`src/rtl/cfg_ldr_pkg.sv`:
```
package cfg_ldr_pkg;
    typedef enum logic [1:0] {
        OP_START = 2'd0,
        OP_WRITE = 2'd1,
        OP_READ  = 2'd2,
        OP_STOP  = 2'd3
    } bus_op_e;

    typedef enum logic [3:0] {
        S_BOOT, S_ADDR_W, S_PTR_HI, S_PTR_LO, S_ADDR_R,
        S_READ, S_STOP, S_COMMIT, S_DONE
    } ldr_state_e;
endpackage

```
`src/rtl/cfg_sum8.sv`:
```
module cfg_sum8 (
    input  logic       clk,
    input  logic       rst,
    input  logic       en,
    input  logic [7:0] din,
    output logic       zero
);
    logic [7:0] sum_d, sum_q;

    always_comb begin
        sum_d = sum_q;
        if (en) sum_d = sum_q + din;
    end

    always_ff @(posedge clk) begin
        if (rst) sum_q <= '0;
        else     sum_q <= sum_d;
    end

    assign zero = (sum_q == 8'd0);
endmodule

```
`src/rtl/cfg_pend_store.sv`:
```
module cfg_pend_store #(
    parameter int DEPTH = 8,
    parameter int AW    = 16,
    parameter int DW    = 32,
    localparam int IW   = $clog2(DEPTH)
) (
    input  logic          clk,
    input  logic          rst,
    input  logic          wr_en,
    input  logic [IW:0]   wr_idx,
    input  logic [AW-1:0] wr_addr,
    input  logic [DW-1:0] wr_data,
    input  logic [IW:0]   rd_idx,
    output logic [AW-1:0] rd_addr,
    output logic [DW-1:0] rd_data
);
    localparam logic [IW:0] DEPTH_W = (IW+1)'(DEPTH);

    logic [AW+DW-1:0] mem_q [DEPTH];

    for (genvar g = 0; g < DEPTH; g++) begin : g_slot
        always_ff @(posedge clk) begin
            if (wr_en && wr_idx == (IW+1)'(g))
                mem_q[g] <= {wr_data, wr_addr};
        end
    end

    logic [AW+DW-1:0] rd_word;
    always_comb begin
        rd_word = '0;
        if (rd_idx < DEPTH_W) rd_word = mem_q[rd_idx[IW-1:0]];
    end
    assign rd_addr = rd_word[AW-1:0];
    assign rd_data = rd_word[AW+DW-1:AW];

    assert_idx_in_range_R8: assert property (@(posedge clk) disable iff (rst)
        wr_en |-> wr_idx < DEPTH_W);
endmodule

```
`src/rtl/cfg_image_loader.sv`:
```
module cfg_image_loader
    import cfg_ldr_pkg::*;
#(
    parameter logic [6:0] DEV_ADDR = 7'h50,
    parameter int DEPTH  = 8,
    parameter int REG_AW = 16,
    parameter int REG_DW = 32
) (
    input  logic              clk,
    input  logic              rst,
    output logic              req_valid,
    output logic [1:0]        req_op,
    output logic [7:0]        req_byte,
    output logic              req_rd_ack,
    input  logic              rsp_valid,
    input  logic              rsp_nack,
    input  logic [7:0]        rsp_data,
    output logic              reg_wr_en,
    output logic [REG_AW-1:0] reg_wr_addr,
    output logic [REG_DW-1:0] reg_wr_data,
    output logic              load_done,
    output logic              load_error,
    output logic              hp_bus_grant
);
    localparam int REC_W     = REG_AW + REG_DW;
    localparam int REC_BYTES = REC_W / 8;
    localparam int IW        = $clog2(DEPTH);
    localparam int RB_W      = $clog2(REC_BYTES) + 1;
    localparam int POS_W     = 20;
    localparam logic [15:0]     DEPTH16 = 16'(DEPTH);
    localparam logic [RB_W-1:0] RB_LAST = RB_W'(REC_BYTES - 1);
    localparam logic [POS_W-1:0] POS2   = POS_W'(2);

    typedef struct packed {
        ldr_state_e       st;
        logic [POS_W-1:0] pos;
        logic [15:0]      count;
        logic [REC_W-1:0] rec;
        logic [RB_W-1:0]  rbyte;
        logic [IW:0]      widx;
        logic             fail;
        logic             done;
        logic             err;
    } ldr_t;

    ldr_t q, d;
    bus_op_e op;
    logic sum_en, sum_zero, st_we, too_big, last_rd;
    logic [POS_W-1:0] last_pos;
    logic [REC_W-1:0] rec_next;

    assign too_big  = q.count > DEPTH16;
    assign last_pos = POS2 + POS_W'(REC_BYTES) * POS_W'(q.count);
    assign last_rd  = (q.pos >= POS2) && (too_big || q.pos == last_pos);
    assign rec_next = {rsp_data, q.rec[REC_W-1:8]};

    always_comb begin
        d          = q;
        sum_en     = 1'b0;
        st_we      = 1'b0;
        req_valid  = 1'b0;
        op         = OP_STOP;
        req_byte   = 8'h00;
        req_rd_ack = 1'b0;
        reg_wr_en  = 1'b0;
        case (q.st)
            S_BOOT: d.st = S_ADDR_W;
            S_ADDR_W, S_PTR_HI, S_PTR_LO, S_ADDR_R: begin
                req_valid = 1'b1;
                op        = (q.st == S_ADDR_W || q.st == S_ADDR_R) ? OP_START : OP_WRITE;
                if (q.st == S_ADDR_W) req_byte = {DEV_ADDR, 1'b0};
                if (q.st == S_ADDR_R) req_byte = {DEV_ADDR, 1'b1};
                if (rsp_valid) begin
                    if (rsp_nack) begin
                        d.fail = 1'b1;
                        d.st   = S_STOP;
                    end else begin
                        case (q.st)
                            S_ADDR_W: d.st = S_PTR_HI;
                            S_PTR_HI: d.st = S_PTR_LO;
                            S_PTR_LO: d.st = S_ADDR_R;
                            default:  d.st = S_READ;
                        endcase
                    end
                end
            end
            S_READ: begin
                req_valid  = 1'b1;
                op         = OP_READ;
                req_rd_ack = !last_rd;
                if (rsp_valid) begin
                    sum_en = 1'b1;
                    d.pos  = q.pos + 1'b1;
                    if (q.pos == '0)
                        d.count[7:0] = rsp_data;
                    else if (q.pos == POS_W'(1))
                        d.count[15:8] = rsp_data;
                    else if (!too_big && q.pos < last_pos) begin
                        d.rec = rec_next;
                        if (q.rbyte == RB_LAST) begin
                            st_we   = 1'b1;
                            d.widx  = q.widx + 1'b1;
                            d.rbyte = '0;
                        end else begin
                            d.rbyte = q.rbyte + 1'b1;
                        end
                    end
                    if (last_rd) begin
                        d.st = S_STOP;
                        if (too_big) d.fail = 1'b1;
                    end
                end
            end
            S_STOP: begin
                req_valid = 1'b1;
                op        = OP_STOP;
                if (rsp_valid) begin
                    if (q.fail || !sum_zero) begin
                        d.done = 1'b1;
                        d.err  = 1'b1;
                        d.st   = S_DONE;
                    end else if (q.count == 16'd0) begin
                        d.done = 1'b1;
                        d.st   = S_DONE;
                    end else begin
                        d.widx = '0;
                        d.st   = S_COMMIT;
                    end
                end
            end
            S_COMMIT: begin
                reg_wr_en = 1'b1;
                d.widx    = q.widx + 1'b1;
                if (16'(q.widx) + 16'd1 == q.count) begin
                    d.done = 1'b1;
                    d.st   = S_DONE;
                end
            end
            default: ;
        endcase
    end

    always_ff @(posedge clk) begin
        if (rst) begin
            q    <= '0;
            q.st <= S_BOOT;
        end else begin
            q <= d;
        end
    end

    cfg_sum8 u_sum (
        .clk (clk), .rst (rst), .en (sum_en), .din (rsp_data), .zero (sum_zero)
    );

    cfg_pend_store #(.DEPTH(DEPTH), .AW(REG_AW), .DW(REG_DW)) u_store (
        .clk     (clk),
        .rst     (rst),
        .wr_en   (st_we),
        .wr_idx  (q.widx),
        .wr_addr (rec_next[REG_AW-1:0]),
        .wr_data (rec_next[REC_W-1:REG_AW]),
        .rd_idx  (q.widx),
        .rd_addr (reg_wr_addr),
        .rd_data (reg_wr_data)
    );

    assign req_op       = op;
    assign load_done    = q.done;
    assign load_error   = q.err;
    assign hp_bus_grant = q.done;

    assert_req_hold_R12: assert property (@(posedge clk) disable iff (rst)
        (req_valid && !rsp_valid) |=> (req_valid && $stable(req_op)
                                       && $stable(req_byte) && $stable(req_rd_ack)));
    assert_done_sticky_R9: assert property (@(posedge clk) disable iff (rst)
        load_done |=> (load_done && $stable(load_error)));
    assert_no_req_granted_R10: assert property (@(posedge clk) disable iff (rst)
        hp_bus_grant |-> !req_valid);
    assert_clean_write_R5: assert property (@(posedge clk) disable iff (rst)
        reg_wr_en |-> (!load_error && !load_done && !req_valid));
    assert_err_done_R6: assert property (@(posedge clk) disable iff (rst)
        load_error |-> load_done);
endmodule

```
`config.mk`:
```
export PLATFORM = sky130hd
export DESIGN_NAME = cfg_image_loader
export DESIGN_NICKNAME = d
export VERILOG_FILES = /design/src/rtl/cfg_ldr_pkg.sv /design/src/rtl/cfg_sum8.sv /design/src/rtl/cfg_pend_store.sv /design/src/rtl/cfg_image_loader.sv
export SDC_FILE = /design/constraint.sdc
export NUM_CORES = 1
export LEC_CHECK = 0
export ABC_AREA = 1
export BUFFER_PORTS_ARGS = -buffer_cell sky130_fd_sc_hd__buf_2
export CAP_MARGIN = 25
export CORE_ASPECT_RATIO = 0.7
export CORE_MARGIN = 2
export CORE_UTILIZATION = 35
export DETAILED_ROUTE_END_ITERATION = 8
export GPL_ROUTABILITY_DRIVEN = 0
export PLACE_DENSITY_LB_ADDON = 0.2
export REMOVE_ABC_BUFFERS = 1
export SLEW_MARGIN = 20
export SYNTH_ARGS = -nofsm -noshare
export SYNTH_HDL_FRONTEND = slang
export SYNTH_SLANG_ARGS = --single-unit
```
`constraint.sdc`:
```
create_clock -name clk -period 19.3 [get_ports clk]
set_input_delay 1.93 -clock clk [delete_from_list [all_inputs] [get_ports clk]]
set_output_delay 1.93 -clock clk [all_outputs]
set_load 0.005 [all_outputs]
```
-- Yosys cells after proc, flatten, opt, wreduce, memory -nomap -nowiden
Memory sizes are Yosys's and may differ from the RTL's. A register that Yosys moved wholly into a read port is not among the register bits.
Cells that the tools add are included.
- add/sub/neg operators: 6
- $mul: 1
- order comparisons: 4
- eq/ne operators: 32
- multiplexer cells: 89
- bitwise logic cells: 2
- reduce and logical (&&, ||, !) cells: 43
- operators by type and width (operator ; count):
    $mux 48 ; 8
    $reduce_or 48->1 ; 7
    $mux 56 ; 3
    $mux 97 ; 1
    $mux 4 ; 12
    $mux 8 ; 6
    $mux 1 ; 43
    $eq 4x3->1 const B ; 9
    $mux 3 ; 9
    $ne 2x2->1 const B ; 13
    $add 2x19->20 const A ; 1
    $add 20x1->20 const B ; 1
    $eq 20x1->1 const B ; 1
    $eq 20x20->1 ; 1
    $ge 20x2->1 const B ; 1
    $logic_not 20->1 ; 1
    $lt 20x20->1 ; 1
    $pmux 4 s5 ; 1
    $mul 2x16->18 const A ; 1
    $eq 4x2->1 const B ; 4
    $eq 5x16->1 ; 1
    $gt 16x4->1 const B ; 1
    $logic_not 16->1 ; 1
    $pmux 4 s3 ; 1
    other kinds (27) ; 49
- flip-flop bits (word level): 107
- RAM bits: 384
- bits of input ports: 12
- output and inout bits: 64
- word-level logic and storage cells: 189
- memories: 1
- memory list (memory ; words ; width ; read ports ; clocked after Yosys merged registers in ; write ports ; RTL line ; source):
    u_store.mem_q ; 8 ; 48 ; 1 ; 1 ; 1 ; cfg_pend_store.sv:19 ; logic [AW+DW-1:0] mem_q [DEPTH];

-- Logic depth before layout (Yosys ltp)
- word-level depth: 20
- depth in mapped cells: 30

-- Hierarchy
From an unflattened synthesis, not the netlist that was laid out.
- cell total of the unflattened synthesis: 2778
- area, all modules: 23939.2 µm²
- by module, submodules not included (module ; instances ; cells an instance ; area an instance (µm²)):
    cfg_pend_store ; 1 ; 1683 ; 16798.6
    cfg_image_loader ; 1 ; 1001 ; 6522.5
    cfg_sum8 ; 1 ; 94 ; 618.1

-- Worst setup path before layout
Ideal clock, no wire load.
- path type: reg2reg
- from: register q[59] (netlist name)
- to: memory u_store.mem_q[7][0] (netlist name), enable pin
- library setup time: 513 ps
- arrival: 6693 ps
- data required time: 18787 ps
- path slack: 12094 ps
- stages on the path, launching flop included: 26
- buffers on the path: 0
- path through: dfxtp_1 > ha_1 > inv_1 > fa_1 > xnor2_2 > inv_1 > nor2_1 > nand2_1 > nor2_4 > nand3_2 > nor2_4 > nand2_2 > nor2_4 > nand2_1 > nand2_1 > nand2_1 > ha_1 > a21oi_1 > nor2_1 > a21oi_1 > nand2_1 > nor2_1 > nand3_2 > nor2_4 > nand2_1 > nor3_1
- longest elaborated chain between the ends: 20
- elaborated cells on any way between the ends: 56
- classes of those cells: add/sub: 1; mul: 1; order compare: 2; mux: 35; reduce/logical: 17
- ends and longest elaborated chain (what ; RTL line ; source):
    start, declared ; cfg_image_loader.sv:46 ; ldr_t q, d;
    $mul 2x16->18 ; cfg_image_loader.sv:53 ; assign last_pos = POS2 + POS_W'(REC_BYTES) * POS_W'(q.count);
    $add 2x19->20 ; cfg_image_loader.sv:53 ;
    $lt 20x20->1 ; cfg_image_loader.sv:98 ; else if (!too_big && q.pos < last_pos) begin
    $logic_and 1x1->1 (*) ; cfg_image_loader.sv:98 ;
    $mux 1 (*) ; cfg_image_loader.sv:98 ;
    $mux 1 (*) ; cfg_image_loader.sv:96 ; else if (q.pos == POS_W'(1))
    $mux 1 (*) ; cfg_image_loader.sv:94 ; if (q.pos == '0)
    $mux 1 (*) ; cfg_image_loader.sv:91 ; if (rsp_valid) begin
    $mux 1 (*) ; cfg_image_loader.sv:66 ; case (q.st)
    $logic_and 1x1->1 ; cfg_pend_store.sv:23 ; if (wr_en && wr_idx == (IW+1)'(g))
    $mux 1 ; cfg_pend_store.sv:23 ;
    $mux 1 (not written as such) ; cfg_pend_store.sv:24 ; mem_q[g] <= {wr_data, wr_addr};
    $reduce_or 48->1 (no source line) ; n/a ;
    $mux 3 (no source line) / $mux 1 (equally long branches) (7 in series) ; n/a ;
    end, declared ; cfg_pend_store.sv:19 ;
Mark *: on every way between the ends. The rest lies on a longest branch, timed or not.

-- Worst setup path after layout
- from: register q[59] (netlist name)
- to: output req_rd_ack
- longest elaborated chain between the ends: 7
- elaborated cells on any way between the ends: 8
- classes of those cells: add/sub: 1; mul: 1; order compare: 1; eq/ne: 1; mux: 1; reduce/logical: 3
- ends and longest elaborated chain (what ; RTL line ; source):
    $mul 2x16->18 ; cfg_image_loader.sv:53 ;
    $add 2x19->20 ; cfg_image_loader.sv:53 ;
    $eq 20x20->1 ; cfg_image_loader.sv:54 ; assign last_rd = (q.pos >= POS2) && (too_big || q.pos == last_pos);
    $logic_or 1x1->1 (*) ; cfg_image_loader.sv:54 ;
    $logic_and 1x1->1 (*) ; cfg_image_loader.sv:54 ;
    $logic_not 1->1 (*) ; cfg_image_loader.sv:90 ; req_rd_ack = !last_rd;
    $mux 1 (*) ; cfg_image_loader.sv:66 ;
    end, declared ; cfg_image_loader.sv:14 ; output logic req_rd_ack,
Marked as above.

==> impl_results.md <==
- Length of the first detailed-routing pass in iterations: 6
- Reg power frac: 0.427
- Proportion of total power due to net switching: 0.301
- Overall via count from detail_route: 15,400
- Placed inst area: 0.0229 mm²
- Clock tree root driver cell: sky130_fd_sc_hd__clkbuf_16
- EDFF count, synth: 384
- Number of distinct library cells after synthesis: 45
- Post-synthesis area per instance: 10.1 µm²
- Die area: 0.0643 mm²
- Dominant register cell in the synthesized netlist: sky130_fd_sc_hd__edfxtp_1
- Area fraction of the dominant cell type after synthesis: 0.529
- Netlist Area Pre-Place: 0.0218 mm²
- Met1 capacity usage during global routing: 0.250
- Worst Setup SP: q[59]$_SDFFE_PP0P_
- Post-synth top cells: sky130_fd_sc_hd__nor2_1 (435), sky130_fd_sc_hd__edfxtp_1 (384), sky130_fd_sc_hd__o21ai_0 (311), sky130_fd_sc_hd__nand2_1 (242), sky130_fd_sc_hd__inv_1 (154)
- Proportion of synthesized chip area in sequential cells: 0.623
- Result of the run: finished, final reports clean
- Routing layer with the top usage in global route: met2
- Ordered cell list for the critical path: ha_1 > inv_1 > fa_1 > xnor2_2 > inv_1 > nor2_1 > nand2_1 > nor2_4 > nand3_2 > nor2_4 > nand3_2 > o21ai_1 > o21ai_1 > ha_1 > nand2_1 > nor2_1 > nand3_1 > o21ai_0 > nand2_1 > nand2_1 > inv_1 > buf_2
- Antenna violations before repair: 1
- Portion of total power attributed to combinational logic: 0.208
- Initial core utilization: 0.354
- Most frequently used cell type in the post-synthesis netlist: sky130_fd_sc_hd__nor2_1
- Arrival time worst endpoint: 4.48 ns
- Placed insts: 2,972
- Total wire length after detailed routing: 54,700 µm
- Portion of the clock cycle consumed by the worst path in the final layout: 0.332
- Maximum clock frequency: 0.156 GHz
- R2R Path Start: q[59]$_SDFFE_PP0P_
- Global-route wire length before repair: 86,700 µm
- Diode count: 0
- CP Launch Type: register
- Crit-path max cell delay: 0.51 ns
- Non-filler instance count after layout: slightly above 3,000
- # IOs: 76
- Class of the tightest hold or removal check: register to register
- Reg clk slew, reported paths: 0.06 ns
- Final Net Count: ~2,300
- Tot Pwr: approximately 2700 µW
- Residual antenna-violating net count after detailed routing: 0
- Global router's overall resource usage: 0.172
- Number of clock sinks seen by CTS: just under 500
- Pins over their slew limit: 0
- Global-route met2 utilization: 0.277
- Origin of the worst min-delay path: hp_bus_grant$_SDFFE_PP0P_
- Remaining design rule violation count: 0
- Clock buffers created by TritonCTS: 48
- Worst-skew pair later-pin latency: between 0.5 and 0.6 ns
- Area growth from synthesis to final layout: 12.9%
- Critical path type: register to output port
- Async set-or-reset flop fraction in the synthesized netlist: 0
- Share of cells above drive strength 1: 0.0990
- Post-detailed-route via-to-cell ratio: 5.03
- Count of cells resized by post-cts repair: 0
- Final number of hold-violating endpoints: 0
- Core Footprint: 0.0615 mm²
- Leading area contributor after synthesis: sky130_fd_sc_hd__edfxtp_1
- Fill count: 5,929
- Slew at the pin with the worst max-slew slack: 0.969 ns
- Post-synthesis instance total: 2,169
- IO Port Bufs: 70
- Setup repair after global routing missed its margin: no
- Kind of end point of the critical path: output port
- Gr ovfl total: 0
- Largest net degree at the start of global routing: 108
- MaxCap Viol Count: 0
- Remaining max-slew budget at the tightest pin: 0.354
- Setup-failing EPs final: 0
- Die width: 302 µm
- Library cell contributing the largest single delay on the critical path: sky130_fd_sc_hd__dfxtp_1
- Estimated wirelength of the detail-placed design: 31,200 µm
- Leakage component of the power: about 0.0091 µW
- Switching power of the nets: between 800 and 900 µW
- Maximum buffer depth of the clock tree: 3
- Worst-case clock skew: 0.0136 ns
- Worst-path fanout max: 8
- Proportion of power drawn by the clock network: 0.364
- Worst hold slack: between 0.4 and 0.5 ns
- Detailed-route wire length per cell: between 15 and 20 µm
- Cell mode on critical path: sky130_fd_sc_hd__nand2_1
- Power Dens Cells: 111 mW/mm²
- Number of global-route vias before repair: 15,300
- Number of hold-repair buffers added at the cts stage: 0
- CTS tree: done
- Dominant cells by area after synthesis: sky130_fd_sc_hd__edfxtp_1 (53%), sky130_fd_sc_hd__dfxtp_1 (9.4%), sky130_fd_sc_hd__nor2_1 (7.5%), sky130_fd_sc_hd__o21ai_0 (7.1%), sky130_fd_sc_hd__nand2_1 (4.2%)
- Post-CTS setup buffers: 0
- Internal Power: ~1900 µW
- Cell area after layout: between 0.02 and 0.025 mm²
- Met3 track demand over resource: 0.0218
- Clock period minus final worst setup slack: between 6 and 7 ns
- Count of synthesis-stage warnings from yosys: 0
- Height of the chip: 213 µm
- Register bit total from synthesis: 486
- Iter 0 DRT Violations: 1,026
- WP data required: 17.37 ns
- Htree depth: 2
- TNS Setup: 0 ns
- # rows: 76
- Peak ir drop on the vdd network: roughly 0.075 mV
-- path summary, 6_finish.rpt --
| path | slack (ns) | depth (start not counted) | to |
|---|---|---|---|
| worst max-delay path | 12.89 | 22 | req_rd_ack |
| worst min-delay path | 0.47 | 2 | hp_bus_grant$_SDFFE_PP0P_ |
| worst max register to register | 12.96 | 26 | u_store.mem_q[6][11]$_DFFE_PP_ |
| worst min register to register | 0.47 | 2 | hp_bus_grant$_SDFFE_PP0P_ |
-- critical path, delay by kind of cell, from the launching register on --
family                   cells  cell delay (ns)
AO/OA/AOI/OAI                3             0.48
adder cells (fa/ha/maj)      3             0.98
buffers and inverters        4             0.32
flip-flops                   1             0.51
XOR/XNOR                     1             0.24
AND/OR/NAND/NOR             11             1.35
-- layer usage --
metal,up-vias,share of wire
li1,7585,-
met5,-,0
met4,0,0.014
met1,7474,0.49
met2,290,0.45
met3,55,0.044
-- metrics by stage --
| stage | worst slack (ns) | utilization |
|---|---|---|
| CTS | 12.87 | 0.400 |
| finish | 12.89 | 0.400 |
| floorplan | 10.0 | - |
| global route | 12.33 | 0.400 |
| global placement | 13.06 | 0.372 |
| detailed placement | 12.95 | 0.372 |
-- placed cells by master, fill, tap and decap left out, types with 18 or more instances in the layout --
| master | netlist | routed |
|---|---|---|
| sky130_fd_sc_hd__a21oi_1 | 81 | 81 |
| sky130_fd_sc_hd__a31oi_1 | 49 | 49 |
| sky130_fd_sc_hd__buf_2 | 10 | 70 |
| sky130_fd_sc_hd__clkbuf_16 | 0 | 50 |
| sky130_fd_sc_hd__dfxtp_1 | 102 | 100 |
| sky130_fd_sc_hd__edfxtp_1 | 384 | 384 |
| sky130_fd_sc_hd__ha_1 | 61 | 61 |
| sky130_fd_sc_hd__inv_1 | 154 | 150 |
| sky130_fd_sc_hd__nand2_1 | 242 | 242 |
| sky130_fd_sc_hd__nand3_1 | 50 | 50 |
| sky130_fd_sc_hd__nor2_1 | 435 | 431 |
| sky130_fd_sc_hd__nor3_1 | 22 | 18 |
| sky130_fd_sc_hd__o21ai_0 | 311 | 311 |
| sky130_fd_sc_hd__o22ai_1 | 48 | 48 |
-- flip-flops by register name (all words and copies together), names as in the netlist, named ones only --
register and flops:
u_sum.sum_q 8, u_store.mem_q 384, hp_bus_grant 1, load_error 1, q 89
-- cell type report --
type | count | area [µm²] | share of cell area
multi-input cells | 1421 | 7220 | 0.293
clock buffers | 70 | 1430 | 0.0580
inverters | 159 | 602 | 0.0245
clock inverters | 18 | 256 | 0.0104
repair buffers | 88 | 505 | 0.0205
well taps | 819 | 1020 | 0.0416
flip-flops and latches | 486 | 13600 | 0.552
-- kinds of logic after synthesis --
family,count (synthesis),synth area share
buf+inv,266,0.0493
xor+xnor,20,0.00838
compound gates,518,0.126
flops,486,0.623
simple gates,815,0.157
other cells,1,0.000172
fa+ha+maj,63,0.0368
-- power by group through the flow --
stage / Combinational (µW) / Clock [µW] / Sequential [µW]
after CTS: 577 / 1020 / 1170
after floorplan: 317 / 0 / 1190
after detailed placement: 575 / 0 / 1190
after global placement: 572 / 0 / 1190
after global routing: 643 / 1050 / 1170
final: 568 / 992 / 1160
Note: power is estimated with default switching activity, not from simulation.
